===== src/rtl/pfb_pkg.sv =====
package pfb_pkg;

    typedef enum logic [2:0] {
        CMD_CFG = 3'd0,
        CMD_IO  = 3'd1,
        CMD_MR  = 3'd2,
        CMD_MRL = 3'd3,
        CMD_MRM = 3'd4
    } rd_cmd_e;

    // log2 of the line-based block; illegal sizes fall back to 16 DWORDs
    function automatic logic [2:0] line_lg(input logic [7:0] cls);
        case (cls)
            8'd1:    line_lg = 3'd0;
            8'd2:    line_lg = 3'd1;
            8'd4:    line_lg = 3'd2;
            8'd8:    line_lg = 3'd3;
            default: line_lg = 3'd4;
        endcase
    endfunction

endpackage


===== src/rtl/pfb_limit.sv =====
module pfb_limit
    import pfb_pkg::*;
#(
    parameter int PAGE_LG = 10,
    parameter int LG_W    = 5
) (
    input  logic [2:0]      cmd,
    input  logic            pref,
    input  logic [7:0]      cls,
    input  logic            ft,
    output logic [LG_W-1:0] lg
);
    rd_cmd_e         c;
    logic [LG_W-1:0] line_sz;

    always_comb begin
        c       = rd_cmd_e'(cmd);
        line_sz = LG_W'(line_lg(cls));
        case (c)
            CMD_MR:  lg = !pref ? '0 : (ft ? LG_W'(PAGE_LG) : line_sz);
            CMD_MRL: lg = ft ? LG_W'(PAGE_LG) : line_sz;
            CMD_MRM: lg = ft ? LG_W'(PAGE_LG) : line_sz + LG_W'(1);
            default: lg = '0;
        endcase
    end

    always_comb begin

        lg_range_chk: assert (lg <= LG_W'(PAGE_LG));

        no_pf_chk: assert (!(cmd == 3'd0 || cmd == 3'd1) || lg == '0);
    end

endmodule


===== src/rtl/pfb_align.sv =====
module pfb_align #(
    parameter int ADDR_W  = 30,
    parameter int PAGE_LG = 10,
    parameter int LG_W    = 5
) (
    input  logic [ADDR_W-1:0] addr,
    input  logic [LG_W-1:0]   lg,
    output logic [ADDR_W-1:0] bnd
);
    logic [ADDR_W-1:0] cand [0:PAGE_LG];

    genvar g;
    generate
        for (g = 0; g <= PAGE_LG; g++) begin : g_cand
            assign cand[g] = ((addr >> g) + ADDR_W'(1)) << g;
        end
    endgenerate

    always_comb begin
        bnd = cand[0];
        for (int i = 1; i <= PAGE_LG; i++) begin
            if (lg == LG_W'(i)) bnd = cand[i];
        end
    end

    always_comb begin

        nonzero_win_chk: assert ((bnd - addr) != '0);
    end

endmodule


===== src/rtl/pfb_track.sv =====
module pfb_track #(
    parameter int ADDR_W = 30
) (
    input  logic              clk,
    input  logic              rst,
    input  logic              start,
    input  logic [ADDR_W-1:0] start_addr,
    input  logic [ADDR_W-1:0] bnd_in,
    input  logic              ft,
    input  logic              word,
    input  logic              tgt_disc,
    input  logic              frame_off,
    output logic              stop,
    output logic [ADDR_W-1:0] bnd_q
);
    logic [ADDR_W-1:0] ptr_q;
    logic              stop_q;
    logic              ft_q;
    logic              last_word;
    logic              stop_now;

    always_comb begin
        last_word = word && ((ptr_q + ADDR_W'(1)) == bnd_q);
        stop_now  = !stop_q && !start &&
                    (last_word || tgt_disc || (ft_q && frame_off));
        stop      = stop_q || stop_now;
    end

    always_ff @(posedge clk) begin
        if (rst) begin
            stop_q <= 1'b1;
            ptr_q  <= '0;
            bnd_q  <= '0;
            ft_q   <= 1'b0;
        end else if (start) begin
            stop_q <= 1'b0;
            ptr_q  <= start_addr;
            bnd_q  <= bnd_in;
            ft_q   <= ft;
        end else begin
            if (!stop_q && word) ptr_q <= ptr_q + ADDR_W'(1);
            if (stop_now)        stop_q <= 1'b1;
        end
    end


    stop_hold_chk: assert property (@(posedge clk) disable iff (rst)
        (stop && !start) |=> stop);

    bnd_stable_chk: assert property (@(posedge clk) disable iff (rst)
        !start |=> $stable(bnd_q));

    stop_src_chk: assert property (@(posedge clk) disable iff (rst)
        $rose(stop_q) |-> $past(stop));

    ptr_bound_chk: assert property (@(posedge clk) disable iff (rst)
        !stop_q |-> (ptr_q != bnd_q));

endmodule


===== src/rtl/pfb_ctrl.sv =====
module pfb_ctrl #(
    parameter int ADDR_W  = 30,
    parameter int PAGE_LG = 10
) (
    input  logic              clk,
    input  logic              rst,
    input  logic              txn_start,
    input  logic [2:0]        rd_cmd,
    input  logic              pref_space,
    input  logic [7:0]        cls,
    input  logic              flow_thru,
    input  logic [ADDR_W-1:0] start_addr,
    input  logic              word_fetched,
    input  logic              tgt_disc,
    input  logic              frame_off,
    output logic              stop_pf,
    output logic [ADDR_W-1:0] bnd_addr
);
    localparam int LG_W = $clog2(PAGE_LG + 1) + 1;

    logic [LG_W-1:0]   lg;
    logic [ADDR_W-1:0] bnd_next;

    pfb_limit #(.PAGE_LG(PAGE_LG), .LG_W(LG_W)) u_limit (
        .cmd  (rd_cmd),
        .pref (pref_space),
        .cls  (cls),
        .ft   (flow_thru),
        .lg   (lg)
    );

    pfb_align #(.ADDR_W(ADDR_W), .PAGE_LG(PAGE_LG), .LG_W(LG_W)) u_align (
        .addr (start_addr),
        .lg   (lg),
        .bnd  (bnd_next)
    );

    pfb_track #(.ADDR_W(ADDR_W)) u_track (
        .clk        (clk),
        .rst        (rst),
        .start      (txn_start),
        .start_addr (start_addr),
        .bnd_in     (bnd_next),
        .ft         (flow_thru),
        .word       (word_fetched),
        .tgt_disc   (tgt_disc),
        .frame_off  (frame_off),
        .stop       (stop_pf),
        .bnd_q      (bnd_addr)
    );

endmodule


===== config.mk =====
export PLATFORM = sky130hd
export DESIGN_NAME = pfb_ctrl
export DESIGN_NICKNAME = d
export VERILOG_FILES = /design/src/rtl/pfb_pkg.sv /design/src/rtl/pfb_limit.sv /design/src/rtl/pfb_align.sv /design/src/rtl/pfb_track.sv /design/src/rtl/pfb_ctrl.sv
export SDC_FILE = /design/constraint.sdc
export NUM_CORES = 1
export LEC_CHECK = 0
export CORE_MARGIN = 2
export CORE_UTILIZATION = 50
export CTS_CLUSTER_DIAMETER = 30
export DETAILED_ROUTE_END_ITERATION = 12
export HOLD_SLACK_MARGIN = 0.08
export PLACE_DENSITY = 0.79
export SETUP_SLACK_MARGIN = 0.4
export SYNTH_ARGS = -nofsm -noshare
export SYNTH_HDL_FRONTEND = slang
export SYNTH_SLANG_ARGS = --single-unit

===== constraint.sdc =====
create_clock -name clk -period 4.2 [get_ports clk]
set_input_delay 0.84 -clock clk [delete_from_list [all_inputs] [get_ports clk]]
set_output_delay 0.84 -clock clk [all_outputs]
set_load 0.01 [all_outputs]

==> metrics.md <==
| Metric | Value |
|---|---|
| Vias | a little under 9000 |
| CP top delay family | simple AND/OR/NAND/NOR gates |
| Pwr Density | 243 mW/mm^2 |
| CP required | 3.36 ns |
| Hold Crit Depth | 2 |
| Routed Wire Length | around 29 mm |
| Post-DP HPWL | 21.9 mm |
| Max Cap Viol | 0 |
| Nets | about 1200 |
| Crit path DAT | between 2 and 3 ns |
| Net count after synthesis | 1040 |
| Yosys cell types | 74 |
| Core Util, Final | 0.656 |
| Synth async-reset ratio | 0 |
| CTS Root Cell | clkbuf_16 |
| Worst reg2reg path depth | 10 |
| Vias in the first global route | 7797 |
| ANT cells | 0 |
| Die Y | ~120 um |
| Starting Density | 0.511 |
| Period utilization | 0.899 |
| CP Class | reg -> out |
| Synth warn | 0 |
| Worst VDD drop | 180 uV |
| Clock sinks | 62 |
| Non-filler instance count after layout | 1276 |
| CTS tree | done |
| Horiz. Die Dim | 120 um |
| Worst setup path endpoint | stop_pf |
| DR WL/cell | 22.9 um |
| Initial antenna violation count | 0 |
| Static Leak | 3.06 nW |
| Status | complete, no violations |
| CTS buffer count | 9 |
| Largest net degree at the start of global routing | 48 |
| Final Critical Period | approximately 3.8 ns |
| Final hold vios | 0 |
| Later-pin clock latency in the skew report | 0.35 ns |
| Number of I/O pins | 80 |
| CP max FO | 5 |
| Core footprint | 0.0132 mm^2 |
| Total GRT Usage | 0.393 |
| Final GP Congestion | 1.02 |
| Peak Freq | 265 MHz |
| Synthesized area per cell | 6.91 um^2 |
| Critical Path Max Stage Delay | 0.44 ns |
| 1st-pass router iterations | 6 |
| RSZ-0062 raised after global routing | yes |
| Post-synth EDFFs | 0 |
| Multi-input gate area | 0.00532 mm^2 |
| Vias per cell | between 6 and 7 |
| Worst relative slew slack | 0.360 |
| Share of cells above drive strength 1 | 0.146 |
| Drt initial violations | 1581 |
| Crit end category | primary output |
| # fillers | 1222 |
| Die area | 0.0145 mm^2 |
| Final Skew | 0.00820 ns |
| Hold crit path type | reg -> reg |
| WP depth | 11 |
| Grt total ovfl | 0 |
| FF-to-FF Start | u_track.ptr_q[0]$_SDFFE_PP0P_ |
| Critical path startpoint | u_track.ptr_q[0]$_SDFFE_PP0P_ |
| Port Buffers | 79 |
| CTS max path bufs | 2 |
| Main synth FF type | dfxtp_1 |
| FF-to-FF End | u_track.stop_q$_SDFFE_PP1P_ |
| Post-route ant nets | 0 |
| Worst path bufs/invs | 3 |
| Area grow syn2layout | 28.5% |
| Clock transition at the registers of the reported paths | 0.06 ns |
| Worst Tran Pin Value | roughly 0.96 ns |
| H-Tree Level Count | 3 |
| Cell count after placement | 1255 |
| # hold bufs at CTS | 0 |
| First-pass GRT wire length | 43.9 mm |
| R2r setup slk | 1.68 ns |
| Sequential cell area | roughly 0.0013 mm^2 |
| Post-Syn Instances | 979 |
| Residual DRC | 0 |
| Synth Register Bits | 62 |
| Part of the Yosys area used for sequential elements | 0.183 |
| Final Slew Violations | 0 |
| Cell chain of the critical path | and4_4 > nand4_1 > buf_6 > nor4_4 > buf_4 > nand3b_1 > o211ai_1 > o211ai_1 > a2111oi_4 > or3_1 > clkbuf_2 |
| Final setup vio count | 0 |
| Cell Area, Synth | roughly 0.0068 mm^2 |
| CP most frequent cell | o211ai_1 |
| CP max-delay cell | a2111oi_4 |
| Cell row count | 42 |
| Crit path launch type | flip-flop |
[final cells by class]
cell class	instances	area share
clock inverters	3	0.00489
clock buffers	13	0.0299
inverters	21	0.00907
multi-input cells	825	0.612
repair buffers	176	0.173
well taps	176	0.0253
flip-flops and latches	62	0.145
[how the worst min path moves through the flow]
stage,endpoint,from
6_report,u_track.bnd_q[1]$_SDFFE_PP0P_,u_track.bnd_q[1]$_SDFFE_PP0P_
5_1_grt,u_track.bnd_q[3]$_SDFFE_PP0P_,u_track.bnd_q[3]$_SDFFE_PP0P_
4_1_cts,u_track.bnd_q[8]$_SDFFE_PP0P_,u_track.bnd_q[8]$_SDFFE_PP0P_
3_5_place_dp,u_track.bnd_q[8]$_SDFFE_PP0P_,u_track.bnd_q[8]$_SDFFE_PP0P_
3_3_place_gp,u_track.bnd_q[8]$_SDFFE_PP0P_,u_track.bnd_q[8]$_SDFFE_PP0P_
2_1_floorplan,u_track.ft_q$_SDFFE_PP0P_,u_track.ft_q$_SDFFE_PP0P_
[cells in the mapped netlist (5+ instances only)]
cell type	count	area, um^2
nor3_1	40	200
nand2_1	87	327
nand4_1	24	150
nor2b_1	6	37.5
and4_1	9	78.8
nand2b_1	7	43.8
nor3b_1	5	37.5
or3_1	16	100
o31ai_1	9	67.6
ha_1	12	150
a311oi_1	7	61.3
o22ai_1	9	56.3
mux2i_1	13	130
xor2_1	37	324
a2111oi_0	7	61.3
a22oi_1	5	37.5
dfxtp_1	62	1240
o21ai_0	52	260
o211ai_1	17	128
xnor2_1	61	534
o2111ai_1	6	52.6
a211o_1	6	52.6
a211oi_1	14	105
a21o_1	6	45.0
nand3_1	45	225
and2_1	6	37.5
and3_1	16	100
nor4_1	14	87.6
buf_1	6	22.5
a31oi_1	15	93.8
clkbuf_1	62	233
nor2_1	114	428
a21oi_1	76	380
nand3b_1	5	37.5
inv_1	20	75.1
[layer usage]
metal / wire [um] / share of wire / vias up / GRT usage
met4: 1630 / 0.056 / 0 / 0.208
met2: 12800 / 0.44 / 673 / 0.605
met1: 11400 / 0.39 / 4015 / 0.518
met3: 3330 / 0.11 / 132 / 0.0797
li1: - / - / 3871 / -
met5: 0 / 0 / - / 0
[report_power, final]
group	internal, mW	leakage, nW	switching (mW)
Combinational	0.277	2.40	0.355
Sequential	0.631	0.517	0.0642
Clock	0.491	0.146	0.290
Total	1.40	3.06	0.710
[cell usage in the layout, fill, tap and decap left out, types with 4 or more instances in the layout]
cell             count
a2111oi_0            5
a211o_1              5
a211oi_1            14
a21o_1               6
a21oi_1             76
a221oi_1             4
a22oi_1              5
a311oi_1             7
a31oi_1             15
and2_1               6
and3_1              16
and4_1               7
buf_4               96
clkbuf_16            9
clkdlybuf4s50_1     76
dfxtp_1             51
dfxtp_2              8
ha_1                11
inv_1               20
mux2i_1             13
nand2_1             87
nand2b_1             7
nand3_1             43
nand3b_1             5
nand4_1             24
nor2_1             113
nor2b_1              5
nor3_1              39
nor3b_1              5
nor4_1              11
nor4_4               4
o2111ai_1            6
o211ai_1            17
o21ai_0             50
o21ai_1              6
o22ai_1              9
o31ai_1              8
or3_1               16
xnor2_1             61
xor2_1              37
[logic make-up after synthesis]
family / Yosys count / share of synthesized area
AOI/OAI and AO/OA: 288 / 0.287
xor gates and xnor gates: 98 / 0.127
adders and majority gates: 12 / 0.0222
buffers and inverters: 92 / 0.0516
DFF: 62 / 0.183
muxes: 18 / 0.0279
and+or+nand+nor: 409 / 0.301
[state kept, by name, indices dropped and copies added (netlist names)]
signal          flops
u_track.ptr_q      30
u_track.ft_q        1
u_track.stop_q      1
u_track.bnd_q      30
[worst reg2reg max path, delay by kind of cell, from the launching register on]
kind | cells | cell delay, ns
AND/OR/NAND/NOR | 5 | 0.98
AO/OA/AOI/OAI | 3 | 0.73
flip-flops | 1 | 0.37
buffers and inverters | 2 | 0.39
[stage by stage]
| step | total power, mW | hold WS [ns] | instance area, um^2 | setup slack, ns | TNS, ns |
|---|---|---|---|---|---|
| detailed placement | 1.30 | 0.525 | 8190 | -0.366 | -0.375 |
| floorplan | 1.03 | 0.461 | 6760 | 0.642 | 0 |
| global placement | 1.30 | 0.513 | 8190 | -0.334 | -0.334 |
| global route | 2.18 | 0.566 | 8690 | 0.353 | 0 |
| finish | 2.11 | 0.540 | 8690 | 0.425 | 0 |
| CTS | 2.08 | 0.532 | 8590 | 0.411 | 0 |
[what timing repair did]
item                       CTS  global route
resized for setup           32            20
setup buffers                2             3
setup endpoints to repair    4            13
pin swaps                    7             7
(Power assumes the default switching activity.)
